$ cat src/rtl/f64_to_i32_conv.sv
module f64_to_i32_conv (
  input  logic        clk,
  input  logic        rst_n,
  input  logic        in_valid,
  input  logic [63:0] in_op,
  input  logic        in_wrap,
  output logic        out_valid,
  output logic [63:0] out_res,
  output logic [4:0]  out_flags
);
  localparam int MAN_W = 52;
  localparam int EXP_W = 11;
  localparam int RES_W = 32;
  localparam logic [EXP_W-1:0] BIAS   = 11'd1023;
  localparam logic [EXP_W-1:0] MAN_SH = 11'd52;
  localparam logic [4:0] F_NX = 5'h01;
  localparam logic [4:0] F_NV = 5'h10;
  localparam logic [RES_W-1:0] POS_LIM = 32'h7FFF_FFFF;
  localparam logic [RES_W-1:0] NEG_LIM = 32'h8000_0000;

  logic             sgn;
  logic [EXP_W-1:0] bexp;
  logic [MAN_W-1:0] man;
  assign sgn  = in_op[63];
  assign bexp = in_op[62:MAN_W];
  assign man  = in_op[MAN_W-1:0];

  logic is_special, is_nan, is_tiny, below_one;
  assign is_special = (bexp == '1);
  assign is_nan     = is_special && (man != '0);
  assign is_tiny    = (bexp == '0);
  assign below_one  = (bexp < BIAS);

  logic [EXP_W-1:0] uexp;
  logic [MAN_W:0]   sig;
  assign uexp = bexp - BIAS;
  assign sig  = {1'b1, man};

  logic [RES_W-1:0] mag;
  logic             lost;
  logic [MAN_W:0]   drop_mask;
  always_comb begin
    drop_mask = '0;
    if (uexp <= MAN_SH) begin
      mag       = RES_W'(sig >> (MAN_SH - uexp));
      drop_mask = ~({(MAN_W+1){1'b1}} << (MAN_SH - uexp));
    end else begin
      mag = RES_W'(sig << (uexp - MAN_SH));
    end
    lost = |(sig & drop_mask);
  end

  logic             fits;
  logic [RES_W-1:0] wrapped;
  assign fits    = (uexp < 11'd31) || (uexp == 11'd31 && sgn && mag == NEG_LIM);
  assign wrapped = sgn ? (~mag + 1'b1) : mag;

  logic [RES_W-1:0] res_d;
  logic [4:0]       flg_d;
  always_comb begin
    res_d = '0;
    flg_d = '0;
    if (is_special) begin
      flg_d = F_NV;
      if (!in_wrap) res_d = (sgn && !is_nan) ? NEG_LIM : POS_LIM;
    end else if (is_tiny) begin
      flg_d = (man != '0) ? F_NX : 5'h00;
    end else if (below_one) begin
      flg_d = F_NX;
    end else if (fits) begin
      res_d = wrapped;
      flg_d = lost ? F_NX : 5'h00;
    end else begin
      flg_d = F_NV;
      res_d = in_wrap ? wrapped : (sgn ? NEG_LIM : POS_LIM);
    end
  end

  always_ff @(posedge clk or negedge rst_n) begin
    if (!rst_n) begin
      out_valid <= 1'b0;
      out_res   <= '0;
      out_flags <= '0;
    end else begin
      out_valid <= in_valid;
      if (in_valid) begin
        out_res   <= {{(64-RES_W){res_d[RES_W-1]}}, res_d};
        out_flags <= flg_d;
      end
    end
  end
endmodule


$ cat config.mk
export PLATFORM = sky130hd
export DESIGN_NAME = f64_to_i32_conv
export DESIGN_NICKNAME = d
export VERILOG_FILES = /design/src/rtl/f64_to_i32_conv.sv
export SDC_FILE = /design/constraint.sdc
export NUM_CORES = 1
export LEC_CHECK = 0
export BUFFER_PORTS_ARGS = -buffer_cell sky130_fd_sc_hd__buf_4
export CAP_MARGIN = 40
export CORE_UTILIZATION = 60
export CTS_BUF_LIST = sky130_fd_sc_hd__clkbuf_16
export DETAILED_ROUTE_END_ITERATION = 10
export HOLD_SLACK_MARGIN = 0.1
export PLACE_DENSITY = 0.83
export SLEW_MARGIN = 0
export SYNTH_ARGS = -nofsm -noshare
export SYNTH_HDL_FRONTEND = slang
export SYNTH_SLANG_ARGS = --single-unit
$ cat constraint.sdc
create_clock -name clk -period 1.3 [get_ports clk]
set_input_delay 0.195 -clock clk [delete_from_list [all_inputs] [get_ports clk]]
set_output_delay 0.195 -clock clk [all_outputs]
set_load 0.1 [all_outputs]
==> impl_metrics.toml, run 1 <==
[die]
die_y_microns = 134
start_util_pct = 62.3
ios = 138
die_w_microns = 134
rows = 47

[logic_synthesis]
ys.flop_type = "dfrtp_1"
synth_area_leaders = "mux4_2 12%, mux2i_1 8.9%, dfrtp_1 8.4%"
synth-edff-count = 0
synth_xor_area_share_pct = 3.93
synth.area.mux_share_pct = 24.2
synth_largest_area_cell = "mux4_2"
synth_seq_area_share_pct = 8.35
synthAdderAreaFrac_pct = 0.955
synth-seq-cells = 35
async_flop_share_pct = 100
synth_area_sq_um = 10500
postSynthCellCount = 1380
synth_cell_types = 97
yosys_warnings = 0
yosys.area.top_type_share_pct = 12.0
synth_compound_area_share_pct = 30.7
synth.avg_cell_area_sq_um = 7.60
synth_top_family_by_area = "compound AO/OA/AOI/OAI gates"
yosys.area_share.simple_pct = 22.4

[global_route]
grt_overflow = 1187
grt_first_pass_wirelength_mm = 122
track_usage_pct = 91.1
first_global_vias = 20200
grt_max_degree = 83

[cts]
cts_root_buf = "clkbuf_16"
cts_made_buffers = 5
cts-htree-levels = 2
cts_max_path_buffers = 2
cts_num_sinks = 35

[place]
gp_congestion = 1.27
io_buffers = 134
hpwl_mm = 43.3
pre_cts_ws_ns = -3.72

[outcome]
outcome = "aborted with a tool error"
stop_stage = "5_1_grt"
error_line = "[ERROR GRT-0116] Global routing finished with congestion. Check the congestion regions in the DRC Viewer."
## cells in the mapped netlist, drive strengths merged (12+ instances only)
cell type and count:
xor2 17, a211oi 51, and3 12, a31oi 17, o211ai 35, o31ai 19
xnor2 24, or3 20, mux2 31, mux2i 93, a21oi 77, o21a 14
nand2 97, clkbuf 45, nor3 41, inv 28, buf 111, a21o 14
nor2 145, o21ai 106, nand4 23, nor4 26, nand3 52, dfrtp 35
mux4 56, o22ai 18
## logic make-up after synthesis
kind of cell	after synthesis
multiplexers	180
AND/OR/NAND/NOR	474
XOR/XNOR	43
buffers and inverters	185
flip-flops	35
AO/OA/AOI/OAI	454
other	1
adder cells (fa/ha/maj)	8
## through the flow
step           TNS (ns)  instances  cell area, sq um  hold slack (ns)
3_3_place_gp    -114.84       2069             14900            0.162
4_1_cts         -116.25       2102             16100            0.244
2_1_floorplan   -139.20       1382             11100           -0.101
3_5_place_dp    -123.61       2069             14900            0.174
## metal layers
metal	GRT overflow	global-route usage, %
met5	1	27.8
met1	11	81.8
met4	368	114
met3	15	63.2
met2	792	120
## repair_timing
item	4_1_cts
endpoints found under the hold margin	35
setup buffers	19
hold buffers	1
pin swaps	15
setup endpoints to repair	67
resized for setup	143
cloned	5
==> inputs of run 2 (changes only) <==
Settings changed: CORE_UTILIZATION 60 to 40, CTS_BUF_LIST sky130_fd_sc_hd__clkbuf_16 to not set, HOLD_SLACK_MARGIN 0.1 to not set, PLACE_DENSITY 0.83 to not set, PLACE_DENSITY_LB_ADDON set to 0.15.
==> run 2 against run 1 <==
  * Synthesized cell count stayed put
  * The flow now finishes, with violations (setup timing)
  * Area after synthesis unchanged
==> impl_metrics.toml, run 2 <==
[outcome]
outcome = "complete, but fails checks"
violations = "setup timing"

[global_route]
first_global_vias = 14800
grt_antenna_before_repair = 4
track_usage_pct = 46.2
grt_max_degree = 68
grt_first_pass_wirelength_mm = 92.0
grt_overflow = 0

[cells_and_area]
areaGrowthSynthToFinish_pct = 72.0
drive_above_1_share_pct = 52.0
final_common_cell = "buf_4"
largest-register = "out_res"
top_regs = "out_res (32), out_flags (2), out_valid (1)"
finalNetCount = 2080
largest_reg_flops = 32
final_cells = 2337
final_cell_mix = "676 x buf_4, 140 x nor2_1, 92 x nand2_1"

[sta]
drv_slew = 0
period_needed_ns = 4.74
worst_slew_pin_slew_ns = 0.805
clock.fmax_ghz = 0.211
worst_slack_ns = -3.44
tns_ns = -123.32
finalCritPeriodShare_pct = 364
hold_viol = 0
max_slew_margin_pct = 44.8
setup-violations-final = 67
fin_skew_ns = 0
rsz0062_at_grt = "true"

[route]
routed_wl_mm = 65.1
drtAntennaViolNets = 0
dr.pass1.iters = 6
drc = 0
wl_per_cell_microns = 27.8
via_per_inst = 6.59
drtIter0Drc = 2292
routed-via-count = 15400

[place]
pre_cts_ws_ns = -3.69
gp_congestion = 1.06
hpwl_mm = 45.8
io_buffers = 134
placed_cells = 2253

[worst_setup_path]
cp-start-kind = "input port"
crit_path_end_kind = "flip-flop"
cp_max_fo = 8
crit_required_ns = 1.47
crit_type = "in2reg"
worstPathArrival_ns = 4.91

[min_path]
min_path_type = "in2async"

[logic_synthesis]
async_flop_share_pct = 100
ys_top_cells_by_count = "143 x nor2_1, 96 x nand2_1, 96 x o21ai_0"
synth_area_sq_um = 10500
synth_largest_area_cell = "mux4_2"
synth.avg_cell_area_sq_um = 7.60
synth_seq_area_share_pct = 8.35
ys.flop_type = "dfrtp_1"
yosys.area.top_type_share_pct = 12.0
yosysMostFrequentCell = "nor2_1"
synth-edff-count = 0
postSynthCellCount = 1380
synth_area_leaders = "mux4_2 12%, mux2i_1 8.9%, dfrtp_1 8.4%"
synth_cell_types = 97
yosys_warnings = 0
synth-seq-cells = 35

[die]
core_area_sq_um = 25500
die_y_microns = 164
rows = 58
die_area_sq_um = 26900
die_w_microns = 164
ios = 138
start_util_pct = 41.2

[cts]
cts_max_path_buffers = 2
cts_made_buffers = 5
cts_num_sinks = 35
clock_latency_ns = 0.29
cts-htree-levels = 2
path_clk_slew_ns = 0.07
cts_root_buf = "clkbuf_16"
cts_tree = "done"

[power_and_ir_drop]
leakagePower_uw = 0.00794
power_density_nw_per_um2 = 869
worst_ir_drop_vdd_mv = 1.22

[run]
max_cap_viol_count = 0
run 2: per-stage QoR:
step           hold slack [ns]  cell area, sq um  utilization [%]  power [uW]
2_1_floorplan           -0.101             11100                -        7910
3_3_place_gp             0.167             15600             61.3       11800
3_5_place_dp             0.179             15600             61.3       11800
4_1_cts                  0.420             17200             67.6       14500
5_1_grt                  0.459             18000             70.8       16100
6_report                 0.428             18000             70.8       15700
run 2: cell families (layout without fill, tap and decap cells):
family	count (synthesis)	count (layout)	share of synthesized area (%)
AND/OR/NAND/NOR	474	474	22.4
AO/OA/AOI/OAI	454	454	30.7
buffers and inverters	185	808	9.34
multiplexers	180	180	24.2
XOR/XNOR	43	43	3.93
flip-flops	35	35	8.35
adder cells (fa/ha/maj)	8	8	0.955
other	1	5	0.0358
run 2: worst paths after layout:
kind | slack [ns] | start | cells past startpoint | to
min | 0.43 | rst_n | 2 | out_res[23]$_DFFE_PN0P_
max | -3.44 | in_op[52] | 23 | out_res[20]$_DFFE_PN0P_
max in group asynchronous | 0.47 | rst_n | 2 | out_res[31]$_DFFE_PN0P_
max reg2reg | -0.18 | out_res[31]$_DFFE_PN0P_ | 6 | out_res[31]$_DFFE_PN0P_
min reg2reg | 0.59 | out_res[4]$_DFFE_PN0P_ | 2 | out_res[4]$_DFFE_PN0P_
min in group clk | 0.54 | in_valid | 3 | out_valid$_DFF_PN0_
run 2: final cells by class:
cell class	instances	area (sq um)
Multi-Input combinational cell	1162	9580
Fill cell	1972	7440
Timing Repair Buffer	771	6860
Sequential cell	35	880
Tap cell	330	413
Clock buffer	6	139
Inverter	29	128
Clock inverter	2	35.0
Antenna cell	2	5.00
run 2: where the power goes:
part           total [uW]  switching, uW  internal (uW)  leakage, uW
sequential           1320            108           1210     0.000435
combinational       12800           7450           5390      0.00742
clock                1510            552            957    0.0000869
total               15700           8110           7560      0.00794
run 2: critical path, cell delays in order:
cell	delay, ns
buf_8	0.09
buf_12	0.12
clkinv_8	0.05
ha_4	0.38
buf_6	0.14
buf_6	0.08
nand2b_1	0.04
a32o_2	0.24
a211oi_4	0.33
buf_4	0.19
buf_6	0.12
xnor2_2	0.08
a31oi_1	0.33
a21o_4	0.26
buf_4	0.12
a31o_2	0.12
o21bai_1	0.08
nand4b_1	0.24
or4_4	0.64
buf_4	0.19
o31ai_2	0.39
xor2_1	0.34
a211oi_2	0.12
run 2: timing repair:
action	4_1_cts	5_1_grt
hold endpoints to repair	35	0
setup buffers	41	25
gates cloned	9	5
pin swaps	8	31
hold buffers	1	0
resized for setup	203	120
endpoints found under the setup margin	67	67
run 2: per-layer routing:
| layer | vias to the layer above | wire (microns) | track usage [%] |
|---|---|---|---|
| li1 | 6564 | - | - |
| met1 | 7359 | 23900 | 56.3 |
| met2 | 1125 | 28400 | 74.3 |
| met3 | 353 | 7420 | 10.3 |
| met4 | 2 | 5340 | 27.7 |
| met5 | - | 14 | 0 |
Power figures use the tool's default switching activity.
